===== src/rtl/dma_regwin_pkg.sv =====
package dma_regwin_pkg;
  localparam logic [1:0] SP_CFG = 2'd0;
  localparam logic [1:0] SP_MEM = 2'd1;
  localparam logic [1:0] SP_IO  = 2'd2;
  localparam logic [3:0] WIN_HI = 4'h5;   // byte offsets 0x50..0x5F
  localparam int NWORDS = 4;

  function automatic logic [31:0] word_mask(input int w, input int cw);
    logic [31:0] m;
    m = '1;
    if (w == 0) m = 32'h0000_FFFF;
    else if (w == NWORDS - 1 && cw < 32) m = (32'd1 << cw) - 32'd1;
    return m;
  endfunction
endpackage


===== src/rtl/dma_regwin_hdec.sv =====
module dma_regwin_hdec
  import dma_regwin_pkg::*;
#(
  parameter int LOC_MODE = 2,
  parameter int BAR_SEL  = 0
) (
  input  logic       valid,
  input  logic [1:0] space,
  input  logic [2:0] bar,
  input  logic [5:0] dwaddr,
  input  logic       write,
  output logic       reg_rd,
  output logic       reg_wr,
  output logic       claim,
  output logic       to_user,
  output logic [1:0] word
);
  logic in_win, ded_bar, cfg_hit, bar_hit;

  always_comb begin
    in_win  = (dwaddr[5:2] == WIN_HI);
    ded_bar = (bar == 3'(BAR_SEL)) &&
              (((LOC_MODE == 2) && (space == SP_MEM)) ||
               ((LOC_MODE == 3) && (space == SP_IO)));
    cfg_hit = valid && (space == SP_CFG) && in_win;
    bar_hit = valid && ded_bar && in_win;
    reg_rd  = (cfg_hit || bar_hit) && !write;
    reg_wr  = write && ((cfg_hit && (LOC_MODE != 0)) || bar_hit);
    claim   = cfg_hit || (valid && ded_bar);
    to_user = valid && (space != SP_CFG) && !ded_bar;
    word    = dwaddr[1:0];
  end
endmodule


===== src/rtl/dma_regwin_bank.sv =====
module dma_regwin_bank
  import dma_regwin_pkg::*;
#(
  parameter int CNT_W = 16
) (
  input  logic             clk,
  input  logic             rst,
  input  logic             h_we,
  input  logic [1:0]       h_word,
  input  logic [3:0]       h_be,
  input  logic [31:0]      h_wdata,
  input  logic             b_we,
  input  logic [1:0]       b_word,
  input  logic [3:0]       b_be,
  input  logic [31:0]      b_wdata,
  input  logic [1:0]       h_rword,
  input  logic [1:0]       b_rword,
  output logic [31:0]      h_rd,
  output logic [31:0]      b_rd,
  output logic [15:0]      ctrl,
  output logic [31:0]      src,
  output logic [31:0]      dst,
  output logic [CNT_W-1:0] cnt
);
  logic [NWORDS-1:0][31:0] regs;

  always_ff @(posedge clk) begin
    if (rst) begin
      regs <= '0;
    end else begin
      for (int w = 0; w < NWORDS; w++) begin
        for (int i = 0; i < 4; i++) begin
          if (h_we && h_word == 2'(w) && h_be[i])
            regs[w][i*8 +: 8] <= h_wdata[i*8 +: 8] & word_mask(w, CNT_W)[i*8 +: 8];
          else if (b_we && b_word == 2'(w) && b_be[i])
            regs[w][i*8 +: 8] <= b_wdata[i*8 +: 8] & word_mask(w, CNT_W)[i*8 +: 8];
        end
      end
    end
  end

  always_comb begin
    h_rd = regs[h_rword];
    b_rd = regs[b_rword];
    ctrl = regs[0][15:0];
    src  = regs[1];
    dst  = regs[2];
    cnt  = regs[NWORDS-1][CNT_W-1:0];
  end

  AST_HOLD_NO_WRITE: assert property (@(posedge clk) disable iff (rst)
    ($past(!h_we) && $past(!b_we)) |-> $stable(regs)) else $error("bank moved without write");

  AST_UNIMPL_ZERO: assert property (@(posedge clk) disable iff (rst)
    (regs[0][31:16] == 16'h0)) else $error("unimplemented control bits set");
endmodule


===== src/rtl/dma_regwin_ddata.sv =====
module dma_regwin_ddata #(
  parameter int DIRECT_EN = 0
) (
  input  logic        clk,
  input  logic        rst,
  input  logic        hd_valid,
  input  logic        hd_write,
  input  logic [31:0] hd_wdata,
  input  logic [31:0] bd_rdata,
  output logic [31:0] hd_rdata,
  output logic        dd_valid,
  output logic        bd_we,
  output logic [31:0] bd_wdata
);
  generate
    if (DIRECT_EN != 0) begin : g_direct
      logic [31:0] dd_reg;
      always_ff @(posedge clk) begin
        if (rst) begin
          dd_reg   <= '0;
          dd_valid <= 1'b0;
          hd_rdata <= '0;
        end else if (hd_valid) begin
          if (hd_write) begin
            dd_reg   <= hd_wdata;
            dd_valid <= 1'b1;
          end else begin
            hd_rdata <= dd_reg;
          end
        end
      end
      assign bd_we    = 1'b0;
      assign bd_wdata = '0;
    end else begin : g_pass
      always_ff @(posedge clk) begin
        if (rst) begin
          bd_we    <= 1'b0;
          bd_wdata <= '0;
          hd_rdata <= '0;
        end else begin
          bd_we <= hd_valid && hd_write;
          if (hd_valid && hd_write) bd_wdata <= hd_wdata;
          if (hd_valid && !hd_write) hd_rdata <= bd_rdata;
        end
      end
      assign dd_valid = 1'b0;
    end
  endgenerate

  AST_DD_STICKY: assert property (@(posedge clk) disable iff (rst)
    $past(dd_valid) |-> dd_valid) else $error("direct data valid dropped");
endmodule


===== src/rtl/dma_regwin.sv =====
module dma_regwin
  import dma_regwin_pkg::*;
#(
  parameter int LOC_MODE   = 2,
  parameter int BAR_SEL    = 0,
  parameter int CNT_W      = 16,
  parameter int BACKEND_EN = 1,
  parameter int DIRECT_EN  = 0
) (
  input  logic             clk,
  input  logic             rst,
  input  logic             h_valid,
  input  logic [1:0]       h_space,
  input  logic [2:0]       h_bar,
  input  logic [5:0]       h_dwaddr,
  input  logic             h_write,
  input  logic [3:0]       h_be,
  input  logic [31:0]      h_wdata,
  output logic             h_ack,
  output logic             h_to_user,
  output logic [31:0]      h_rdata,
  input  logic             b_valid,
  input  logic             b_write,
  input  logic [1:0]       b_word,
  input  logic [3:0]       b_be,
  input  logic [31:0]      b_wdata,
  output logic             b_ack,
  output logic             b_retry,
  output logic [31:0]      b_rdata,
  input  logic             hd_valid,
  input  logic             hd_write,
  input  logic [31:0]      hd_wdata,
  output logic [31:0]      hd_rdata,
  output logic             dd_valid,
  input  logic [31:0]      bd_rdata,
  output logic             bd_we,
  output logic [31:0]      bd_wdata,
  output logic [15:0]      dma_ctrl,
  output logic [31:0]      dma_src,
  output logic [31:0]      dma_dst,
  output logic [CNT_W-1:0] dma_cnt,
  output logic [CNT_W:0]   xfer_len
);
  logic       reg_rd, reg_wr, claim, to_user;
  logic [1:0] h_word;
  logic       b_wr_req, b_rd_req, conflict, b_we;
  logic [31:0] h_rd, b_rd;

  dma_regwin_hdec #(.LOC_MODE(LOC_MODE), .BAR_SEL(BAR_SEL)) u_hdec (
    .valid(h_valid), .space(h_space), .bar(h_bar), .dwaddr(h_dwaddr),
    .write(h_write), .reg_rd(reg_rd), .reg_wr(reg_wr), .claim(claim),
    .to_user(to_user), .word(h_word)
  );

  generate
    if (BACKEND_EN != 0) begin : g_be
      assign b_wr_req = b_valid && b_write;
      assign b_rd_req = b_valid && !b_write;
    end else begin : g_nobe
      assign b_wr_req = 1'b0;
      assign b_rd_req = 1'b0;
    end
  endgenerate

  assign conflict = reg_wr && b_wr_req && (h_word == b_word);
  assign b_we     = b_wr_req && !conflict;

  dma_regwin_bank #(.CNT_W(CNT_W)) u_bank (
    .clk(clk), .rst(rst),
    .h_we(reg_wr), .h_word(h_word), .h_be(h_be), .h_wdata(h_wdata),
    .b_we(b_we), .b_word(b_word), .b_be(b_be), .b_wdata(b_wdata),
    .h_rword(h_word), .b_rword(b_word), .h_rd(h_rd), .b_rd(b_rd),
    .ctrl(dma_ctrl), .src(dma_src), .dst(dma_dst), .cnt(dma_cnt)
  );

  dma_regwin_ddata #(.DIRECT_EN(DIRECT_EN)) u_ddata (
    .clk(clk), .rst(rst), .hd_valid(hd_valid), .hd_write(hd_write),
    .hd_wdata(hd_wdata), .bd_rdata(bd_rdata), .hd_rdata(hd_rdata),
    .dd_valid(dd_valid), .bd_we(bd_we), .bd_wdata(bd_wdata)
  );

  always_ff @(posedge clk) begin
    if (rst) begin
      h_ack     <= 1'b0;
      h_to_user <= 1'b0;
      h_rdata   <= '0;
      b_ack     <= 1'b0;
      b_retry   <= 1'b0;
      b_rdata   <= '0;
    end else begin
      h_ack     <= claim;
      h_to_user <= to_user;
      if (h_valid) h_rdata <= reg_rd ? h_rd : 32'h0;
      b_ack     <= (b_wr_req || b_rd_req) && !conflict;
      b_retry   <= conflict;
      if (b_rd_req) b_rdata <= b_rd;
    end
  end

  assign xfer_len = (dma_cnt == '0) ? ((CNT_W+1)'(1) << CNT_W) : {1'b0, dma_cnt};

  AST_CFG_READ_ACK: assert property (@(posedge clk) disable iff (rst)
    $past(h_valid && h_space == SP_CFG && h_dwaddr[5:2] == WIN_HI && !h_write) |-> h_ack)
    else $error("config window read not claimed");

  AST_NO_USER_FWD: assert property (@(posedge clk) disable iff (rst)
    !(h_ack && h_to_user)) else $error("claimed access also forwarded");

  AST_RETRY_CAUSE: assert property (@(posedge clk) disable iff (rst)
    b_retry |-> ($past(b_valid && b_write && h_valid && h_write) && !b_ack))
    else $error("retry without colliding writes");

  AST_XFER_NONZERO: assert property (@(posedge clk) disable iff (rst)
    xfer_len != '0) else $error("zero transfer length");
endmodule


===== config.mk =====
export PLATFORM = sky130hd
export DESIGN_NAME = dma_regwin
export DESIGN_NICKNAME = d
export VERILOG_FILES = /design/src/rtl/dma_regwin_pkg.sv /design/src/rtl/dma_regwin_hdec.sv /design/src/rtl/dma_regwin_bank.sv /design/src/rtl/dma_regwin_ddata.sv /design/src/rtl/dma_regwin.sv
export SDC_FILE = /design/constraint.sdc
export NUM_CORES = 1
export LEC_CHECK = 0
export BUFFER_PORTS_ARGS = -buffer_cell sky130_fd_sc_hd__clkbuf_2
export CAP_MARGIN = 20
export CORE_MARGIN = 10
export CORE_UTILIZATION = 33
export DETAILED_ROUTE_END_ITERATION = 8
export HOLD_SLACK_MARGIN = 0.08
export SLEW_MARGIN = 25
export SYNTH_ARGS = -nofsm -noshare
export SYNTH_HDL_FRONTEND = slang
export SYNTH_HIERARCHICAL = 1
export SYNTH_SLANG_ARGS = --single-unit

===== constraint.sdc =====
create_clock -name clk -period 5.7 [get_ports clk]
set_input_delay 0.285 -clock clk [delete_from_list [all_inputs] [get_ports clk]]
set_output_delay 0.285 -clock clk [all_outputs]
set_load 0.05 [all_outputs]

==> summary.md <==
| Metric | Value |
|---|---|
| Outcome | `finished clean` |
| Total gr overflow | `0` |
| Worst-margin pin slew | `1.04 ns` |
| Peak Freq | `0.320 GHz` |
| Gr usage total | `0.212` |
| Vias per std cell | `5.34` |
| #FFs+latches synth | `229` |
| Fillers | `3211` |
| DRT Pass-1 Iters | `5` |
| Final period util | `0.548` |
| Max-cap viol count | `0` |
| Syn avg cell area | `9.06 um2` |
| GP Congestion | `0.894` |
| WL/cell | `21.6 um` |
| Critical-path maximum fanout | `31` |
| Comb power frac | `0.131` |
| CTS Sinks | `229` |
| Gr busiest metal | `met2` |
| First-pass GRT wire length | `70500 um` |
| Dpl ws | `2.57 ns` |
| Post_cts resized | `0` |
| Share of cells above drive strength 1 | `0.330` |
| Worst reg2reg path endpoint | `u_bank/cnt[1]` |
| Post-synth EDFFs | `0` |
| Synth cell types | `48` |
| RSZ-0062 raised after global routing | `no` |
| Fin area | `15800 um2` |
| Post-DRT Antenna Nets | `0` |
| Hold WS | `0.106 ns` |
| Number of I/O pins | `404` |
| PwrDens | `257 nW/um2` |
| Relative slew slack | `0.305` |
| Warnings, synthesis | `6` |
| Worst-Skew Late Latency | `0.55 ns` |
| Count of final setup violators | `0` |
| Reg2Reg Depth | `3` |
| Area after DPL | `13200 um2` |
| Worst reg2reg setup slack | `4.23 ns` |
| Pwr Total | `4.06 mW` |
| Num CTS Buffers | `28` |
| Syn_nets | `1408` |
| Final net count | `1874` |
| Layout Skew | `0.0158 ns` |
| Met3 Track Usage GR | `0.0601` |
| Crit-path slowest cell | `a31oi_2` |
| Largest delay share family, worst path | `buffers and inverters` |
| Final WS setup | `2.58 ns` |
| Row count | `67` |
| Clock share of power | `0.462` |
| Crit end category | `flop` |
| Max clock buf depth | `3` |
| WP data arrival | `3.61 ns` |
| Initial Util | `0.336` |
| CP startpoint kind | `primary input` |
| Post-synthesis cell count | `1251` |
| Crit path launch | `h_dwaddr[1]` |
| H-tree depth | `1` |
| Worst r2r src | `u_bank/cnt[1]` |
| Worst Path Required | `6.19 ns` |
| Largest net degree at the start of global routing | `133` |
| Dpl hpwl | `32200 um` |
| Non-filler instance count after layout | `2190` |
| Maximum vdd drop | `0.202 mV` |
| Post-Syn Area | `11300 um2` |
| Worst path max stage delay | `0.81 ns` |
| Crit path to | `u_bank/src[14]` |
| DRC Markers | `0` |
| WP depth | `7` |
| Drt total wl | `47300 um` |
| Core Area | `33700 um2` |
| Static Leak | `6.38 nW` |
| Kind of critical path | `primary input to flop` |
| Clock-pin transition on the worst setup and hold timing paths | `0.06 ns` |
| Dpl cells | `1975` |
| Tightest Hold Check Type | `primary input to flop` |
| DRT iter0 DRCs | `940` |
| Root Buffer | `clkbuf_16` |
| Critical path buffer and inverter count | `2` |
| Final Core Density | `0.469` |
| Crit path time final | `3.12 ns` |
| Initial antenna violation count | `7` |
| Die footprint | `42100 um2` |
| Sequential power share | `0.408` |
| Async SR Flop Fraction | `0` |
| Most common flop cell mapped by yosys | `dfxtp_1` |
| Die width | `205 um` |
| M2 GR Usage | `0.349` |
| Psw | `1.08 mW` |
| Vias in the first global route | `11572` |
| CP cell instances | `clkbuf_2 > xnor2_1 > a31oi_2 > and4b_1 > nand2_1 > a311oi_1 > dlygate4sd3_1` |
| Internal power | `2.98 mW` |
| Total number of vias | `11705` |
| Register area share after synthesis | `0.405` |
| Final Hold Fails | `0` |
| Port buffer count | `402` |
| Max-slew violation count | `0` |
| P&R area growth vs syn | `39.5%` |
| Met1 usage | `0.265` |
| Die height | `205 um` |
| Setup tns final | `0 ns` |
| Clock tree from TritonCTS | `built` |
| Sw frac | `0.267` |
flip-flops by register name (all words and copies together), names as in the netlist:
| register | cells |
|---|---|
| u_bank/ctrl | 16 |
| h_ack | 1 |
| b_ack | 1 |
| b_retry | 1 |
| u_bank/dst | 32 |
| u_ddata/bd_wdata | 32 |
| u_ddata/bd_we | 1 |
| u_bank/cnt | 16 |
| u_ddata/hd_rdata | 32 |
| b_rdata | 32 |
| h_to_user | 1 |
| u_bank/src | 32 |
| h_rdata | 32 |
worst min-delay path by stage:
stage | endpoint | cells after the start | from
after global placement | b_rdata[27] | 2 | b_rdata[27]
final | u_bank/ctrl[15] | 3 | h_wdata[15]
after global routing | u_bank/ctrl[15] | 3 | h_wdata[15]
after detailed placement | b_rdata[0] | 2 | b_rdata[0]
after floorplan | b_ack | 1 | b_write
after CTS | u_bank/dst[15] | 3 | h_wdata[15]
layout make-up:
class | count | area, um2 | share of cell area
flip-flops and latches | 229 | 4580 | 0.290
diodes | 5 | 12.5 | 0.000792
repair buffers | 571 | 3690 | 0.234
well taps | 448 | 561 | 0.0355
clock inverters | 13 | 170 | 0.0108
clock buffers | 37 | 796 | 0.0504
multi-input cells | 887 | 5990 | 0.379
worst reg2reg max path, delay by kind of cell, from the launching register on:
| kind | cells | cell delay (ns) |
|---|---|---|
| flip-flops | 1 | 0.47 |
| AO/OA/AOI/OAI | 1 | 0.28 |
| AND/OR/NAND/NOR | 1 | 0.08 |
| buffers and inverters | 1 | 0.58 |
metal layers:
layer	vias up	wire, um
met5	-	33
met4	6	1240
met3	81	4540
met2	589	22300
met1	5599	19300
li1	5430	-
synth_stat cells, types with 21 or more instances:
master,n,area (um2)
dfxtp_1,229,4580
nand2_1,226,848
nor2_1,99,372
a311oi_1,80,701
a21oi_1,62,310
clkbuf_1,50,188
buf_2,49,245
nor2b_1,37,231
nand4bb_1,35,394
a21oi_2,34,298
nand3_1,34,170
a22o_1,32,280
mux4_2,32,721
nand2b_1,32,200
nor2_2,30,188
a21bo_1,25,250
o21ai_0,21,105
layout by cell type (no fill, tap or decap), types with 2 or more instances in the layout:
| master | count |
|---|---|
| nand2_1 | 226 |
| clkbuf_8 | 5 |
| clkbuf_1 | 4 |
| dlygate4sd3_1 | 160 |
| and2b_1 | 2 |
| diode_2 | 5 |
| nand3b_1 | 2 |
| nand4_1 | 4 |
| a21bo_2 | 7 |
| a21oi_1 | 62 |
| bufinv_16 | 4 |
| a311oi_1 | 80 |
| mux2i_1 | 16 |
| and4b_1 | 8 |
| nand3_1 | 34 |
| a22o_1 | 32 |
| and4bb_2 | 2 |
| nor2_2 | 30 |
| nand2b_1 | 32 |
| and4_1 | 3 |
| clkbuf_2 | 400 |
| clkinv_2 | 7 |
| nor2_1 | 99 |
| clkinvlp_4 | 2 |
| a21bo_1 | 25 |
| clkbuf_16 | 29 |
| nand4bb_1 | 35 |
| dfxtp_1 | 229 |
| o21ai_1 | 11 |
| nor2b_1 | 32 |
| a21oi_2 | 34 |
| xnor2_1 | 2 |
| mux4_2 | 32 |
| a211oi_1 | 16 |
| buf_4 | 9 |
| nor4_1 | 5 |
| nand4b_1 | 16 |
| o21ai_0 | 21 |
| nor2b_2 | 4 |
power by group through the flow:
stage | Combinational [mW] | Clock [mW] | Sequential, mW
floorplan | 0.190 | 0 | 1.80
global placement | 0.447 | 0 | 1.69
detailed placement | 0.449 | 0 | 1.69
CTS | 0.529 | 1.92 | 1.66
global route | 0.563 | 1.98 | 1.66
finish | 0.530 | 1.88 | 1.66
timing repair:
action / in CTS / in global routing
setup buffers: 0 / 0
hold endpoints to repair: 159 / 0
hold buffers: 160 / 0
endpoints found under the setup margin: 0 / 0
logic make-up (layout without fill, tap and decap cells):
| logic type | after synthesis | count (layout) | synth area share |
|---|---|---|---|
| other | 1 | 6 | 0.000331 |
| muxes | 48 | 48 | 0.0778 |
| DFF | 229 | 229 | 0.405 |
| buffers and inverters | 135 | 621 | 0.0697 |
| AOI/OAI and AO/OA | 293 | 293 | 0.197 |
| xor gates and xnor gates | 2 | 2 | 0.00155 |
| and+or+nand+nor | 543 | 543 | 0.249 |
No activity file was read; power rests on OpenSTA's default activity.
